===== src/rtl/imm_add_alu.sv =====
module imm_add_alu #(
  parameter int DW    = 32,
  parameter int NREG  = 8,
  parameter int IMM_W = 7,
  parameter int SW    = 32,
  parameter int ZF    = 0,
  parameter int NF    = 1,
  parameter int CF    = 2,
  parameter int CFD   = 3,
  parameter int VF    = 4,
  parameter int VFD   = 5,
  parameter int VS    = 6,
  localparam int SELW = $clog2(NREG)
) (
  input  logic                 clk,
  input  logic                 rst_n,
  input  logic                 exec_en,
  input  logic [SELW-1:0]      reg_sel,
  input  logic [IMM_W-1:0]     imm,
  input  logic                 ld_en,
  input  logic [SELW-1:0]      ld_sel,
  input  logic [DW-1:0]        ld_data,
  input  logic                 stat_wr_en,
  input  logic [SW-1:0]        stat_wr_data,
  output logic [NREG*DW-1:0]   regs_flat,
  output logic [SW-1:0]        status
);

  localparam logic [SW-1:0] FLAG_MASK = (SW'(1) << ZF) | (SW'(1) << NF) | (SW'(1) << CF) |
                                        (SW'(1) << CFD) | (SW'(1) << VF) | (SW'(1) << VFD) |
                                        (SW'(1) << VS);

  logic [DW-1:0] rf [NREG];
  logic [SW-1:0] st_q, st_nxt;
  logic [DW-1:0] opnd, immx, sum;
  logic          carry, ovf;

  assign opnd         = rf[reg_sel];
  assign immx         = {{(DW-IMM_W){imm[IMM_W-1]}}, imm};
  assign {carry, sum} = {1'b0, opnd} + {1'b0, immx};
  assign ovf          = (opnd[DW-1] == immx[DW-1]) && (sum[DW-1] != opnd[DW-1]);

  always_comb begin
    st_nxt      = st_q;
    st_nxt[ZF]  = (sum == '0);
    st_nxt[NF]  = sum[DW-1];
    st_nxt[CF]  = carry;
    st_nxt[CFD] = carry;
    st_nxt[VF]  = ovf;
    st_nxt[VFD] = ovf;
    st_nxt[VS]  = st_q[VS] | ovf;
  end

  always_ff @(posedge clk or negedge rst_n) begin
    if (!rst_n) begin
      for (int i = 0; i < NREG; i++) rf[i] <= '0;
      st_q <= '0;
    end else begin
      for (int i = 0; i < NREG; i++) begin
        if (exec_en && reg_sel == SELW'(i))
          rf[i] <= sum;
        else if (ld_en && ld_sel == SELW'(i))
          rf[i] <= ld_data;
      end
      if (stat_wr_en)
        st_q <= stat_wr_data;
      else if (exec_en)
        st_q <= st_nxt;
    end
  end

  for (genvar g = 0; g < NREG; g++) begin : g_flat
    assign regs_flat[g*DW +: DW] = rf[g];
  end
  assign status = st_q;

  p_zero_flag_r2: assert property (@(posedge clk) disable iff (!rst_n)
    (exec_en && !stat_wr_en) |=> status[ZF] == (rf[$past(reg_sel)] == '0));

  p_neg_flag_r3: assert property (@(posedge clk) disable iff (!rst_n)
    (exec_en && !stat_wr_en) |=> status[NF] == rf[$past(reg_sel)][DW-1]);

  p_dup_carry_r4: assert property (@(posedge clk) disable iff (!rst_n)
    (exec_en && !stat_wr_en) |=> status[CF] == status[CFD]);

  p_dup_ovf_r5: assert property (@(posedge clk) disable iff (!rst_n)
    (exec_en && !stat_wr_en) |=> status[VF] == status[VFD]);

  p_sticky_r6: assert property (@(posedge clk) disable iff (!rst_n)
    (status[VS] && !stat_wr_en) |=> status[VS]);

  p_wr_wins_r7: assert property (@(posedge clk) disable iff (!rst_n)
    stat_wr_en |=> status == $past(stat_wr_data));

  p_hold_upper_r8: assert property (@(posedge clk) disable iff (!rst_n)
    !stat_wr_en |=> (status & ~FLAG_MASK) == ($past(status) & ~FLAG_MASK));

  p_load_quiet_r9: assert property (@(posedge clk) disable iff (!rst_n)
    (!exec_en && !stat_wr_en) |=> $stable(status));

endmodule


===== config.mk =====
export PLATFORM = sky130hd
export DESIGN_NAME = imm_add_alu
export DESIGN_NICKNAME = d
export VERILOG_FILES = /design/src/rtl/imm_add_alu.sv
export SDC_FILE = /design/constraint.sdc
export NUM_CORES = 1
export LEC_CHECK = 0
export BUFFER_PORTS_ARGS = -buffer_cell sky130_fd_sc_hd__buf_2
export CORE_MARGIN = 2
export CORE_UTILIZATION = 47
export CTS_CLUSTER_DIAMETER = 200
export DETAILED_ROUTE_END_ITERATION = 10
export PLACE_DENSITY_LB_ADDON = 0.2
export SYNTH_ARGS = -nofsm -noshare
export SYNTH_HDL_FRONTEND = slang
export SYNTH_SLANG_ARGS = --single-unit

===== constraint.sdc =====
create_clock -name clk -period 5.3 [get_ports clk]
set_clock_uncertainty 0.1 [all_clocks]
set_input_delay 0.265 -clock clk [delete_from_list [all_inputs] [get_ports clk]]
set_output_delay 0.265 -clock clk [all_outputs]
set_load 0.05 [all_outputs]

==> run summary, run 1 <==
port bufs -> 369
clk root buf -> clkbuf_16
RSZ-0062 raised after global routing -> no
Die X -> 194.5 um
CP max FO -> 9
vias in the first global route -> 14,580
Min-Delay Startpoint -> stat_wr_data[0]
dominant cell type by area after synthesis -> dfrtp_1
top post-synthesis cells by area -> dfrtp_1 (42%), mux2i_1 (11%), mux4_2 (8.5%)
clock slew at reported path FFs -> 0.06 ns
gp weighted congestion -> 0.9146
Setup violations, final -> 0
Tmin final -> 4.653 ns
Slew @ Worst Pin -> 1.055 ns
placed cell count -> 2,387
drt pass-1 iters -> 5
antenna-violating nets left -> 0
DP Worst Slack -> 0.2612 ns
largest net degree at the start of global routing -> 156
number of placed I/O pins -> 370
fraction of layout cells with a size suffix above 1 -> 0.3193
Yosys reg bits -> 288
Clock Power Share -> 0.145
Register Area -> 0.007207 mm2
DRT iter0 DRCs -> 962
mean post-synth cell area -> 10.28 um2
switching fraction of total power -> 0.5392
Clock Sink Count -> 288
Max Buffers Root-to-Sink -> 3
ys flop type -> dfrtp_1
total CTS buffers -> 35
Via density -> 5.967
final std cells w/o fill -> 2,481
Cell Rows -> 69
worst r2r src -> regs_flat[225]
clk_lat worst skew -> 0.52 ns
multi-input logic area -> 0.009276 mm2
P&R area growth vs syn -> 21.82%
core area -> 0.03566 mm2
# diodes -> 0
top cells by count, synth -> dfrtp_1 (288), mux2i_1 (193), nand2_1 (166), a21oi_1 (156), o21ai_0 (151)
Die ar. -> 0.03782 mm2
fin. max-slew vios -> 0
post-CTS setup buffer count -> 0
Post-Syn Nets -> 1,774
Synth Instances -> 1,659
hpwl dp -> 38,340 um
Avg WL per Cell -> 23.12 um
outcome -> finished, final reports clean
H-tree depth -> 2
Leakage -> 9.499 nW
internal power -> 7.316 mW
final core occ -> 0.5826
Gate power share -> 0.601
Syn Std Cell Area -> 0.01705 mm2
VDD IR max -> 362.9 uV
post-synth cell types -> 71
Synth Warn # -> 0
Final Hold Fails -> 0
via count -> 14,800
Worst setup startpoint -> regs_flat[225]
WS Path Type -> flop to flop
Crit. End Element -> flop
Fmax achieved -> 214.9 MHz
initial antenna violation count -> 0
Post-synth EDFFs -> 0
Arr. time, crit path -> 5.00 ns
GRT Util Overall -> 0.3001
sequential power share -> 0.254
Worst slew margin -> 0.2919
max cap viols -> 0
top cell type's share of synthesized area -> 0.4227
Period Utilization, post-route -> 0.8779
Initial Util -> 0.4782
hold crit path type -> input pin to flop
sequential area share after synthesis -> 0.4227
nets -> 2,110
total gr overflow -> 0
Post-synth ARST share -> 1.000
Critical Path Source Type -> flop
wirelength, routed -> 57,350 um
Die Y -> 194.5 um
CTS tree -> built
PD cells -> 764.3 mW/mm2
Fillers -> 3,110
most common cell in the synthesized netlist -> dfrtp_1
Net Sw Power -> 8.561 mW
WP data required -> 5.65 ns
setup TNS -> 0 ns
DRC -> 0
final worst setup slack -> 0.6469 ns
first-pass GRT wire length -> 88,080 um
metal layers:
metal	up-vias	GRT usage	share of wire
li1	6692	-	-
met1	7330	0.3944	0.41
met2	662	0.4983	0.48
met3	120	0.06247	0.080
met4	0	0.09630	0.030
met5	-	0	0
worst max-delay path, stage by stage (launching register included):
cell and delay [ns]:
dfrtp_1 0.41, mux4_2 0.47, mux2i_1 0.31, inv_1 0.08, ha_1 0.29, a211oi_2 0.28, nor2_1 0.12, a41o_1 0.33
or2_1 0.27, o311a_1 0.46, or4b_1 0.54, and4b_1 0.31, nand4_1 0.10, or4_1 0.40, o21ai_1 0.12
timing repair:
item                                   in CTS  in global routing
endpoints found under the hold margin     105                  0
hold buffers                               32                  0
resized for setup                           0                  0
cells by family (layout without fill, tap and decap cells):
logic type,Yosys count,count (layout),synth area share
buf+inv,158,519,0.03566
fa+ha+maj,33,33,0.02465
xor+xnor,23,23,0.01336
simple gates,408,408,0.1112
compound gates,400,400,0.1338
flops,288,288,0.4227
mux,349,349,0.2586
state kept, by name, summed over array words and instances (netlist names):
register / count
status: 32
regs_flat: 256
cell usage in the layout (no fill, tap or decap), types with 42 or more instances in the layout:
| cell | synthesis | routed |
|---|---|---|
| dfrtp_1 | 288 | 288 |
| nor2_1 | 117 | 117 |
| nand2_1 | 166 | 166 |
| o21ai_0 | 151 | 151 |
| mux4_2 | 64 | 64 |
| mux2i_1 | 193 | 193 |
| mux2_2 | 92 | 92 |
| a21oi_1 | 156 | 156 |
| buf_4 | 2 | 42 |
| buf_2 | 6 | 366 |
final timing paths:
| path | endpoint | slack [ns] | cells past startpoint |
|---|---|---|---|
| max | status[0] | 0.65 | 14 |
| min | status[0] | 0.03 | 3 |
| max reg2reg | status[0] | 0.65 | 14 |
| min reg2reg | status[20] | 0.41 | 1 |
| max in group asynchronous | regs_flat[118] | 3.58 | 3 |
| min in group asynchronous | regs_flat[68] | 0.22 | 2 |
layout make-up:
type,instances,share of cell area
Clock buffer,52,0.04813
Clock inverter,10,0.004277
Inverter,11,0.001988
Multi-Input combinational cell,1213,0.4466
Sequential cell,288,0.3469
Tap cell,461,0.02777
Timing Repair Buffer,446,0.1243
power groups by stage:
stage | clock network (mW) | logic [mW] | registers, mW
2_1_floorplan | 0 | 3.56 | 7.19
3_3_place_gp | 0 | 9.40 | 4.01
3_5_place_dp | 0 | 9.49 | 4.03
4_1_cts | 2.35 | 9.54 | 4.01
5_1_grt | 2.44 | 10.1 | 4.15
6_report | 2.31 | 9.54 | 4.03
stage by stage:
step | area (um2) | hold slack, ns | power, mW
3_5_place_dp | 19360 | 0.1909 | 13.52
3_3_place_gp | 19360 | 0.1917 | 13.41
5_1_grt | 20770 | 0.04102 | 16.69
2_1_floorplan | 17060 | -0.1306 | 10.75
6_report | 20770 | 0.02970 | 15.88
4_1_cts | 20770 | 0.01296 | 15.89
Power figures use the tool's default switching activity.
==> run 2: changes to the inputs <==
--- a/config.mk
+++ b/config.mk
@@ -5,6 +5,7 @@
 export SDC_FILE = /design/constraint.sdc
 export NUM_CORES = 1
 export LEC_CHECK = 0
+export ABC_AREA = 1
 export BUFFER_PORTS_ARGS = -buffer_cell sky130_fd_sc_hd__buf_2
 export CORE_MARGIN = 2
 export CORE_UTILIZATION = 47
==> run 2 against run 1 <==
- synthesized area down 1.6%
- first-iteration DRC count rose to 2.8 times the previous value
- worst hold slack better by 0.00089 ns
- critical path depth unchanged
- final cell count up 25%
- global-route usage up 12 points
- wire length up 40%
- core utilization up 0.26 points
- largest power group unchanged
==> run summary, run 2 <==
Post-Syn Nets -> 2,338
via count -> 19,380
Fillers -> 3,326
Avg WL per Cell -> 25.87 um
Post-Synth XOR/XNOR Area -> 0.001044
# diodes -> 0
Fmax achieved -> 259.5 MHz
sequential area share after synthesis -> 0.4296
fin. max-slew vios -> 0
hold crit path type -> input pin to flop
Synth Instances -> 2,223
gp weighted congestion -> 1.070
nets -> 2,725
Initial Util -> 0.4739
mux contribution to synthesized area -> 0
RSZ-0062 raised after global routing -> no
clk_lat worst skew -> 0.58 ns
Die Y -> 192.9 um
H-tree depth -> 1
Synth Warn # -> 0
WS Path Type -> flop to flop
most common cell in the synthesized netlist -> nand2_1
Max Buffers Root-to-Sink -> 3
total CTS buffers -> 31
Critical Path Source Type -> flop
top cells by count, synth -> nand2_1 (688), inv_1 (304), dfrtp_1 (288), o21ai_0 (129), o221ai_1 (127)
most frequent cells in the layout -> nand2_1 (688), buf_2 (368), inv_1 (303)
DRT iter0 DRCs -> 2,700
CTS tree -> built
setup TNS -> 0 ns
largest net degree at the start of global routing -> 99
PD cells -> 534.9 mW/mm2
wirelength, routed -> 80,040 um
initial antenna violation count -> 1
Synth Area in Adders -> 0.02506
Period Utilization, post-route -> 0.7272
Leakage -> 10.44 nW
number of placed I/O pins -> 370
Tmin final -> 3.854 ns
Syn Std Cell Area -> 0.01677 mm2
VDD IR max -> 338.4 uV
Setup violations, final -> 0
clock slew at reported path FFs -> 0.06 ns
post-CTS setup buffer count -> 0
ys flop type -> dfrtp_1
antenna-violating nets left -> 0
drt pass-1 iters -> 6
dominant cell type by area after synthesis -> dfrtp_1
Yosys reg bits -> 288
clk root buf -> clkbuf_16
post-synth cell types -> 43
port bufs -> 369
most common cell after layout, fill and taps aside -> nand2_1
Die ar. -> 0.03722 mm2
DRC -> 0
Slew @ Worst Pin -> 1.097 ns
P&R area growth vs syn -> 23.47%
Post-synth EDFFs -> 0
Arr. time, crit path -> 4.21 ns
mean post-synth cell area -> 7.546 um2
vias in the first global route -> 18,010
Via density -> 6.262
first-pass GRT wire length -> 115,900 um
top post-synthesis cells by area -> dfrtp_1 (43%), nand2_1 (15%), inv_1 (6.8%)
Worst slew margin -> 0.2675
Cell Rows -> 69
total gr overflow -> 0
Clock Sink Count -> 288
Synth Area in Simple Gates -> 0.2309
fraction of layout cells with a size suffix above 1 -> 0.2028
CP max FO -> 5
top cell type's share of synthesized area -> 0.4296
main combinational cell family by area after synthesis -> simple AND/OR/NAND/NOR gates
GRT Util Overall -> 0.4218
Crit. End Element -> flop
Post-synth ARST share -> 1.000
WP data required -> 5.66 ns
Die X -> 192.9 um
max cap viols -> 0
outcome -> finished, final reports clean
Largest register FFs -> 256
hpwl dp -> 56,930 um
core area -> 0.03540 mm2
total power -> 11.08 mW
worst hold slack -> 0.03059 ns
compound-cell area share of the yosys netlist -> 0.2122
Final Hold Fails -> 0
[run 2: changes by cell type in the layout (fill, tap and decap cells not counted), sizes merged, moves of 91 or more]
| cell | previous run | this run |
|---|---|---|
| nand3 | 7 | 98 |
| nand2 | 167 | 708 |
| inv | 14 | 324 |
| mux2 | 92 | 0 |
| o221ai | 1 | 127 |
| mux2i | 193 | 0 |
[run 2: area by class of cell]
type	instances	area (um2)	share of cell area
clock inverters	12	115.1	0.005558
inverters	327	1227	0.05926
multi-input cells	1495	7906	0.3817
clock buffers	44	894.6	0.04319
flip-flops and latches	288	7207	0.3480
well taps	461	576.8	0.02785
repair buffers	467	2785	0.1345
[run 2: report_power, final]
| group | total, mW | internal, mW | switching, mW |
|---|---|---|---|
| combinational | 5.47 | 1.24 | 4.22 |
| clock | 2.23 | 1.26 | 0.969 |
| sequential | 3.38 | 2.77 | 0.606 |
[run 2: critical path: stages, from the launching register on]
cell	delay (ns)
dfrtp_1	0.39
inv_1	0.13
o22ai_1	0.09
a221oi_1	0.56
o21ai_0	0.18
ha_1	0.39
a21oi_1	0.24
o21bai_1	0.12
a21oi_1	0.22
nor2_1	0.09
nor2_1	0.15
nand2_1	0.11
o21ai_1	0.30
o21ai_1	0.09
dlygate4sd3_1	0.56
[run 2: final timing paths]
kind	to	start	cells after the start	slack, ns
setup / recovery	status[4]	regs_flat[148]	14	1.45
hold / removal	regs_flat[164]	ld_data[4]	3	0.03
setup reg to reg	status[4]	regs_flat[148]	14	1.45
hold reg to reg	status[25]	status[25]	2	0.38
max in group asynchronous	regs_flat[66]	rst_n	3	3.54
min in group asynchronous	regs_flat[233]	rst_n	2	0.19
[run 2: per-layer routing]
| layer | routed length, um | up-vias | track usage |
|---|---|---|---|
| met5 | 13 | - | 0 |
| met4 | 3599 | 2 | 0.1646 |
| met3 | 11850 | 257 | 0.1191 |
| met2 | 33930 | 1626 | 0.6118 |
| met1 | 30650 | 9196 | 0.5957 |
| li1 | - | 8294 | - |
[run 2: stage by stage]
step | utilization | cell area, um2 | worst slack, ns | std cells
floorplan | - | 16770 | 2.163 | 2223
global placement | 0.5405 | 19130 | 1.135 | 2981
detailed placement | 0.5405 | 19130 | 1.181 | 2981
CTS | 0.5852 | 20710 | 1.574 | 3094
global route | 0.5852 | 20710 | 1.228 | 3094
finish | 0.5852 | 20710 | 1.446 | 3094
[run 2: logic make-up after synthesis]
kind of cell | Yosys count
buffers and inverters | 440
adder cells (fa/ha/maj) | 33
flip-flops | 288
XOR/XNOR | 2
AND/OR/NAND/NOR | 941
AO/OA/AOI/OAI | 519
[run 2: what timing repair did]
| action | CTS | global route |
|---|---|---|
| hold buffers | 57 | 0 |
| hold endpoints to repair | 206 | 0 |
| gates resized for setup | 0 | 0 |
